<file path="config.mk">
export PLATFORM = sky130hd
export DESIGN_NAME = wdt_reset_ctl
export DESIGN_NICKNAME = d
export VERILOG_FILES = /design/src/rtl/wdt_pkg.sv /design/src/rtl/wdt_bus_gate.sv /design/src/rtl/wdt_counter.sv /design/src/rtl/wdt_rctl_reg.sv /design/src/rtl/wdt_reset_ctl.sv
export SDC_FILE = /design/constraint.sdc
export NUM_CORES = 1
export LEC_CHECK = 0
export BUFFER_PORTS_ARGS = -buffer_cell sky130_fd_sc_hd__buf_2
export CORE_MARGIN = 2
export CORE_UTILIZATION = 40
export CTS_BUF_LIST = sky130_fd_sc_hd__clkbuf_4 sky130_fd_sc_hd__clkbuf_8 sky130_fd_sc_hd__clkbuf_16
export CTS_CLUSTER_SIZE = 10
export DETAILED_ROUTE_END_ITERATION = 12
export GPL_TIMING_DRIVEN = 0
export PLACE_DENSITY = 0.65
export SETUP_SLACK_MARGIN = 0.02
export SLEW_MARGIN = 20
export SYNTH_ARGS = -nofsm -noshare
export SYNTH_HDL_FRONTEND = slang
export SYNTH_SLANG_ARGS = --single-unit
</file>
<file path="constraint.sdc">
create_clock -name clk -period 2.7 [get_ports clk]
set_input_delay 0.27 -clock clk [delete_from_list [all_inputs] [get_ports clk]]
set_output_delay 0.27 -clock clk [all_outputs]
set_load 0.02 [all_outputs]
</file>
<file path="src/rtl/wdt_pkg.sv">
package wdt_pkg;
   typedef enum logic [1:0] {
      SEL_TCTL = 2'd0,
      SEL_CNT  = 2'd1,
      SEL_RCTL = 2'd2,
      SEL_NONE = 2'd3
   } wdt_sel_e;

   typedef struct packed {
      logic wdog;
      logic run;
   } tctl_t;

   // bit positions inside the reset control byte
   localparam int unsigned RC_FLAG = 7;
   localparam int unsigned RC_EN   = 6;
   localparam int unsigned RC_TYP  = 5;
endpackage

</file>
<file path="src/rtl/wdt_bus_gate.sv">
module wdt_bus_gate
   import wdt_pkg::*;
#(
   parameter int unsigned DW = 8,
   parameter logic [DW-1:0] KEY = 8'h5A
) (
   input  logic          bus_wr,
   input  logic [1:0]    bus_addr,
   input  logic [2*DW-1:0] bus_wdata,
   output logic          wr_tctl,
   output logic          wr_cnt,
   output logic          wr_rctl,
   output logic [DW-1:0] wr_data
);
   logic key_ok;

   generate
      if (DW < 8) begin : g_bad_dw
         $error("wdt_bus_gate: DW must be at least 8");
      end
   endgenerate

   assign key_ok  = bus_wr && (bus_wdata[2*DW-1:DW] == KEY);
   assign wr_data = bus_wdata[DW-1:0];

   always_comb begin
      wr_tctl = 1'b0;
      wr_cnt  = 1'b0;
      wr_rctl = 1'b0;
      if (key_ok) begin
         case (wdt_sel_e'(bus_addr))
            SEL_TCTL: wr_tctl = 1'b1;
            SEL_CNT:  wr_cnt  = 1'b1;
            SEL_RCTL: wr_rctl = 1'b1;
            default:  ;
         endcase
      end
   end
endmodule

</file>
<file path="src/rtl/wdt_counter.sv">
module wdt_counter
   import wdt_pkg::*;
#(
   parameter int unsigned CW = 8
) (
   input  logic          clk,
   input  logic          rst_n,
   input  logic          tick,
   input  logic          wr_tctl,
   input  tctl_t         wr_tctl_val,
   input  logic          wr_cnt,
   input  logic [CW-1:0] wr_cnt_val,
   output logic [CW-1:0] cnt,
   output tctl_t         tctl,
   output logic          ovf_wd
);
   localparam logic [CW-1:0] CNT_MAX = '1;

   logic step;

   generate
      if (CW < 2) begin : g_bad_cw
         $error("wdt_counter: CW must be at least 2");
      end
   endgenerate

   assign step   = tctl.run && tick;
   assign ovf_wd = step && tctl.wdog && (cnt == CNT_MAX);

   always_ff @(posedge clk or negedge rst_n) begin
      if (!rst_n) begin
         cnt  <= '0;
         tctl <= '0;
      end else if (ovf_wd) begin
         cnt  <= '0;
         tctl <= '0;
      end else begin
         if (wr_tctl) tctl <= wr_tctl_val;
         if (wr_cnt)     cnt <= wr_cnt_val;
         else if (step)  cnt <= cnt + 1'b1;
      end
   end

   AST_SELF_CLEAR: assert property (@(posedge clk) disable iff (!rst_n)
      ovf_wd |=> (cnt == '0 && !tctl.run && !tctl.wdog));
   AST_COUNT_STEP: assert property (@(posedge clk) disable iff (!rst_n)
      (tctl.run && tick && !wr_cnt) |=> (cnt == CW'($past(cnt) + 1'b1)));
   AST_COUNT_HOLD: assert property (@(posedge clk) disable iff (!rst_n)
      (!tick && !wr_cnt) |=> $stable(cnt));
endmodule

</file>
<file path="src/rtl/wdt_rctl_reg.sv">
module wdt_rctl_reg (
   input  logic       clk,
   input  logic       rst_n,
   input  logic       ovf_wd,
   input  logic       rd_rctl,
   input  logic       wr_rctl,
   input  logic [2:0] wr_bits,   // {flag, enable, type}
   output logic       flag,
   output logic       en,
   output logic       typ,
   output logic       rst_req,
   output logic       rst_type
);
   logic armed;

   always_ff @(posedge clk or negedge rst_n) begin
      if (!rst_n) begin
         flag  <= 1'b0;
         armed <= 1'b0;
         en    <= 1'b0;
         typ   <= 1'b0;
      end else begin
         if (ovf_wd)                           flag <= 1'b1;
         else if (wr_rctl && armed && !wr_bits[2]) flag <= 1'b0;

         if (wr_rctl)              armed <= 1'b0;
         else if (rd_rctl && flag) armed <= 1'b1;

         if (wr_rctl) begin
            en  <= wr_bits[1];
            typ <= wr_bits[0];
         end
      end
   end

   always_ff @(posedge clk or negedge rst_n) begin
      if (!rst_n) begin
         rst_req  <= 1'b0;
         rst_type <= 1'b0;
      end else begin
         rst_req <= ovf_wd && en;
         if (ovf_wd && en) rst_type <= typ;
      end
   end

   AST_FLAG_SRC: assert property (@(posedge clk) disable iff (!rst_n)
      $rose(flag) |-> $past(ovf_wd));
   AST_CLR_ARMED: assert property (@(posedge clk) disable iff (!rst_n)
      $fell(flag) |-> $past(armed));
   AST_SET_WINS: assert property (@(posedge clk) disable iff (!rst_n)
      ovf_wd |=> flag);
   AST_REQ_PULSE: assert property (@(posedge clk) disable iff (!rst_n)
      rst_req |=> !rst_req);
   AST_LOCKED: assert property (@(posedge clk) disable iff (!rst_n)
      !wr_rctl |=> $stable({en, typ}));
endmodule

</file>
<file path="src/rtl/wdt_reset_ctl.sv">
module wdt_reset_ctl
   import wdt_pkg::*;
#(
   parameter int unsigned DW = 8,
   parameter int unsigned CW = 8,
   parameter logic [DW-1:0] KEY = 8'h5A
) (
   input  logic          clk,
   input  logic          pin_rst_n,
   input  logic          tick,
   input  logic [1:0]    bus_addr,
   input  logic          bus_rd,
   input  logic          bus_wr,
   input  logic [2*DW-1:0] bus_wdata,
   output logic [DW-1:0] bus_rdata,
   output logic          rst_req,
   output logic          rst_type
);
   localparam int unsigned RSV_W = DW - 3;

   logic          wr_tctl, wr_cnt, wr_rctl;
   logic [DW-1:0] wr_data;
   logic [CW-1:0] cnt;
   tctl_t         tctl;
   logic          ovf_wd;
   logic          flag, en, typ;
   logic          rd_rctl;

   generate
      if (CW > DW) begin : g_bad_width
         $error("wdt_reset_ctl: CW must not exceed DW");
      end
   endgenerate

   wdt_bus_gate #(.DW(DW), .KEY(KEY)) u_gate (
      .bus_wr    (bus_wr),
      .bus_addr  (bus_addr),
      .bus_wdata (bus_wdata),
      .wr_tctl   (wr_tctl),
      .wr_cnt    (wr_cnt),
      .wr_rctl   (wr_rctl),
      .wr_data   (wr_data)
   );

   wdt_counter #(.CW(CW)) u_cnt (
      .clk         (clk),
      .rst_n       (pin_rst_n),
      .tick        (tick),
      .wr_tctl     (wr_tctl),
      .wr_tctl_val (tctl_t'(wr_data[1:0])),
      .wr_cnt      (wr_cnt),
      .wr_cnt_val  (wr_data[CW-1:0]),
      .cnt         (cnt),
      .tctl        (tctl),
      .ovf_wd      (ovf_wd)
   );

   assign rd_rctl = bus_rd && (wdt_sel_e'(bus_addr) == SEL_RCTL);

   wdt_rctl_reg u_rctl (
      .clk      (clk),
      .rst_n    (pin_rst_n),
      .ovf_wd   (ovf_wd),
      .rd_rctl  (rd_rctl),
      .wr_rctl  (wr_rctl),
      .wr_bits  (wr_data[RC_FLAG:RC_TYP]),
      .flag     (flag),
      .en       (en),
      .typ      (typ),
      .rst_req  (rst_req),
      .rst_type (rst_type)
   );

   always_comb begin
      case (wdt_sel_e'(bus_addr))
         SEL_TCTL: bus_rdata = {{(DW-2){1'b0}}, tctl.wdog, tctl.run};
         SEL_CNT:  bus_rdata = DW'(cnt);
         SEL_RCTL: bus_rdata = {flag, en, typ, {RSV_W{1'b1}}};
         default:  bus_rdata = '0;
      endcase
   end

   AST_REQ_NEEDS_FLAG: assert property (@(posedge clk) disable iff (!pin_rst_n)
      rst_req |-> flag);
endmodule

</file>
After elaboration in Yosys (flattened, before gate mapping). Cells that the tools add are included.

Register bits after elaboration: 16.

Mux-type cells: 16. Reduce and logical (&&, ||, !) cells: 15. Add/subtract/negate cells: 1. Equality and inequality tests: 4.

Operators by type and width (number): $mux W8 (3); $pmux W8 S3 (1); $mux W1 (10); $logic_and A1 B1 Y1 (9); $add A8 B1 Y8 const B (1); $eq A8 B7 Y1 const B (1); $eq A8 B8 Y1 const B (1); $reduce_bool A2 Y1 (3); $mux W2 (2); $reduce_bool A3 Y1 (1); $eq A2 B1 Y1 const B (1); $eq A2 B2 Y1 const B (1); $logic_not A2 Y1 (1); $logic_not A1 Y1 (1).

Longest topological paths before layout.
Depth after elaboration: 7. Mapped depth: 6. Mapped depth without buffers: 5.

Hierarchy. Synthesis repeated with hierarchy kept, for this count alone.

Cells, all modules: 110. Area, all modules: 1049.8 um2.

Modules (own cells, without submodules): wdt_counter (times used 1, area each 589.3 um2, cells an instance 64, sequential area each 250.2 um2); wdt_rctl_reg (times used 1, area each 219.0 um2, cells an instance 15, sequential area each 150.1 um2); wdt_bus_gate (times used 1, area each 131.4 um2, cells an instance 17, sequential area each 0.0 um2); wdt_reset_ctl (times used 1, area each 110.1 um2, cells an instance 14, sequential area each 0.0 um2).

Worst setup path before layout. No wires, ideal clock.

Kind: register to register. Start point: reg u_cnt.cnt[0]. End point: reg u_rctl.rst_type. Buffers on the path: 0. Data required time: 2.575 ns. Period minus slack after synthesis: 1.706 ns. Slack: 0.994 ns. Data arrival time: 1.582 ns. Cell stages (with the launch flop): 6. Cell sequence: dfrtp_1 ha_1 nand4_1 nor3_2 and2_1 mux2_2.

Word-level cells in the longest chain between the ends: 3.

RTL lines: start, declared (RTL line wdt_counter.sv:13) `output logic [CW-1:0] cnt,`; start signal, assigned (RTL line wdt_counter.sv:39) `if (wr_cnt) cnt <= wr_cnt_val;`; start signal, assigned (RTL line wdt_counter.sv:40) `else if (step) cnt <= cnt + 1'b1;`; $eq A8 B8 Y1 (RTL line wdt_counter.sv:28) `assign ovf_wd = step && tctl.wdog && (cnt == CNT_MAX);`; $logic_and A1 B1 Y1 (RTL line wdt_counter.sv:28); $logic_and A1 B1 Y1 (RTL line wdt_rctl_reg.sv:42) `if (ovf_wd && en) rst_type <= typ;`; end signal, assigned (RTL line wdt_rctl_reg.sv:42); end, declared (RTL line wdt_rctl_reg.sv:12) `output logic rst_type`.

No other way between the ends. A chain may end at the register's enable or synchronous reset.

Worst setup path in the final report.
Start point: reg u_cnt.cnt[1]. End point: reg u_rctl.rst_type.

The elaborated chain is that of the path after synthesis.

==> results.py <==
metrics = {
    "clocking": {
        "worstSkewPairLatency_ns": 0.29,
        "cts_resized": 0,
        "clockBufferDepth": 2,
        "root_buffer": "clkbuf_4",
        "htree_levels": 1,
        "clkSinkCount": 16,
        "cts_buffers": 3,
        "path_clk_slew_ns": 0.10,
        "cts_tree": "yes",
        "postCtsSetupBuffers": 0,
        "hold_buffers": 1,
    },
    "global_routing": {
        "grt_pass1_wl_mm": 4.071,
        "grt.total_usage": 0.1917,
        "grt_util_met3": 0.05645,
        "grt_util_met1": 0.2559,
        "grt_max_degree": 17,
        "antenna_found_initial": 0,
        "busiest_layer": "met2",
        "grt_util_met2": 0.3095,
        "grt_overflow": 0,
        "first_global_vias": 903,
    },
    "die": {
        "fp.dieArea_sq_um": 3033,
        "coreArea_sq_um": 2477,
        "die_w_um": 55.08,
        "num_rows": 18,
        "die_height_um": 55.08,
        "start_util": 0.4212,
        "ios": 33,
    },
    "routing": {
        "vias_per_cell": 5.678,
        "drt-total-wl_mm": 2.507,
        "route.detailed.drc": 0,
        "wl_per_cell_um": 14.16,
        "drt_iter0_markers": 17,
        "vias": 1005,
        "drt-pass1-iter-count": 5,
        "final_antenna_net_count": 0,
    },
    "sta": {
        "max_freq_mhz": 479.7,
        "slew_violations": 0,
        "relSlewSlack": 0.6852,
        "holdWs_ns": 0.1986,
        "fin_crit_sh": 0.7721,
        "setup_violations": 0,
        "min_period_ns": 2.085,
        "skew_ns": 0.007924,
        "finalSetupTns_ns": 0,
        "worst_slack_ns": 0.6153,
        "hold_violations": 0,
        "tightestPinTransition_ns": 0.4683,
        "rsz0062_at_grt": "no",
    },
    "synthesis": {
        "synthArstFlopShare": 1.000,
        "synth.cell_area_sq_um": 1044,
        "synth.distinct_cells": 41,
        "synthCells": 110,
        "ys_seq_elements": 16,
        "ys.warnings.count": 0,
        "synth_area_per_cell_sq_um": 9.486,
        "syn_nets": 134,
        "synth_ff_type": "dfrtp_1",
        "synth-seq-area-share": 0.3837,
        "synth_enable_flop_cells": 0,
    },
    "place": {
        "numPortBuffers": 32,
        "post-place-ws_ns": 0.6630,
        "place_hpwl_mm": 1.905,
        "gp_congestion": 0.8737,
    },
    "final_layout": {
        "area_delta_synth_final_pct": 23.38,
        "mostFrequentLayoutCells": "buf_2, dfrtp_1, nand2_1",
        "nNetsFinal": 172,
        "antennaDiodeCount": 0,
        "regArea_sq_um": 400.4,
        "drive_gt1_frac": 0.3605,
        "final_common_cell": "buf_2",
        "fillers": 250,
        "multiInputGateArea_sq_um": 611.8,
    },
    "flow_run": {
        "cap_violations": 0,
    },
    "setup_path": {
        "critPathLaunchType": "flip-flop",
        "crit_path_max_incr_delay_ns": 0.48,
        "crit_type": "reg -> reg",
        "cp_max_fo": 7,
        "reg2reg_from": "u_cnt.cnt[1]",
        "critPathArrivalTime_ns": 2.27,
        "rrSetupSlack_ns": 0.62,
        "crit_chain": "ha_1 > nand4_1 > nor3_2 > and2_1 > mux2_2",
        "crit_slowest_cell": "dfrtp_1",
        "required_ns": 2.88,
        "r2r_cells": 5,
        "end_kind": "flip-flop",
        "r2r-end": "u_rctl.rst_type",
    },
    "hold_path": {
        "hold_path_depth": 3,
        "holdPathEnd": "u_cnt.cnt[4]",
        "hp-class": "in -> reg",
        "hp-start": "bus_wdata[4]",
    },
    "power_and_ir_drop": {
        "p_per_area_nw_per_um2": 379.7,
        "ir_drop_v": 0.0002634,
        "p_leak_uw": 0.0005796,
        "p_total_uw": 488.9,
    },
    "outcome": {
        "status": "finished clean",
    },
}
report_power, final:
group	switching (uW)	internal (uW)	total (uW)
Clock	79.6	82.2	162
Combinational	40.8	32.0	72.8
Sequential	9.11	245	254
Total	129	359	489
kinds of logic (layout without fill, tap and decap cells):
group | after synthesis | after routing | synth area share
AO/OA/AOI/OAI | 26 | 26 | 0.1811
XOR/XNOR | 3 | 3 | 0.02518
adder cells (fa/ha/maj) | 1 | 1 | 0.01199
buffers and inverters | 7 | 44 | 0.02998
flip-flops | 16 | 16 | 0.3837
multiplexers | 5 | 5 | 0.05156
AND/OR/NAND/NOR | 52 | 52 | 0.3165
Yosys cell counts (2+ instances only):
cell / instances / area share
nor3_2: 2 / 0.019
nand3_1: 7 / 0.034
or2_2: 2 / 0.012
dfrtp_1: 16 / 0.38
a22o_1: 3 / 0.025
a21o_1: 4 / 0.029
o21ai_0: 8 / 0.038
xor2_1: 2 / 0.017
mux2_2: 3 / 0.032
nor4_2: 2 / 0.024
nand4bb_1: 2 / 0.022
a32o_1: 2 / 0.019
buf_2: 4 / 0.019
clkbuf_1: 2 / 0.0072
nor2_1: 6 / 0.022
a31oi_1: 2 / 0.012
nand2b_1: 2 / 0.012
nor4_1: 2 / 0.012
mux2i_1: 2 / 0.019
nand2_1: 11 / 0.040
nor2b_1: 2 / 0.012
nand4_1: 5 / 0.030
area by class of cell:
| class | count | area share |
|---|---|---|
| Buffer | 6 | 0.02138 |
| Clock buffer | 4 | 0.02818 |
| Inverter | 1 | 0.002915 |
| Multi-Input combinational cell | 87 | 0.4752 |
| Sequential cell | 16 | 0.3110 |
| Tap cell | 30 | 0.02915 |
| Timing Repair Buffer | 33 | 0.1322 |
registers in the layout (all words and copies together) (netlist names):
| name | count |
|---|---|
| u_cnt.cnt | 8 |
| u_cnt.tctl | 2 |
| u_rctl.armed | 1 |
| u_rctl.en | 1 |
| u_rctl.flag | 1 |
| u_rctl.rst_req | 1 |
| u_rctl.rst_type | 1 |
| u_rctl.typ | 1 |
worst max-delay path, delay by kind of cell, from the launching register on:
kind | cells | cell delay [ns]
and+or+nand+nor | 3 | 0.87
DFF | 1 | 0.48
muxes | 1 | 0.34
adders and majority gates | 1 | 0.28
worst max path at each step:
| stage | start | endpoint |
|---|---|---|
| final | u_cnt.cnt[1] | u_rctl.rst_type |
| after global routing | u_cnt.cnt[0] | u_rctl.rst_type |
| after CTS | u_cnt.cnt[0] | u_rctl.rst_type |
| after detailed placement | u_cnt.cnt[0] | u_rctl.rst_type |
| after global placement | u_cnt.cnt[0] | u_rctl.rst_type |
| after floorplan | u_cnt.cnt[0] | u_rctl.rst_type |
metrics by stage:
stage,util,cells,instance area [sq um]
after floorplan,-,110,1044
after global placement,0.5010,172,1241
after detailed placement,0.5010,172,1241
after CTS,0.5197,177,1287
after global routing,0.5197,177,1287
final,0.5197,177,1287
metal layers:
layer | vias up | share of wire
li1 | 488 | -
met1 | 482 | 0.44
met2 | 33 | 0.49
met3 | 2 | 0.061
met4 | 0 | 0.0048
met5 | - | 0
Note: power is estimated with default switching activity, not from simulation.
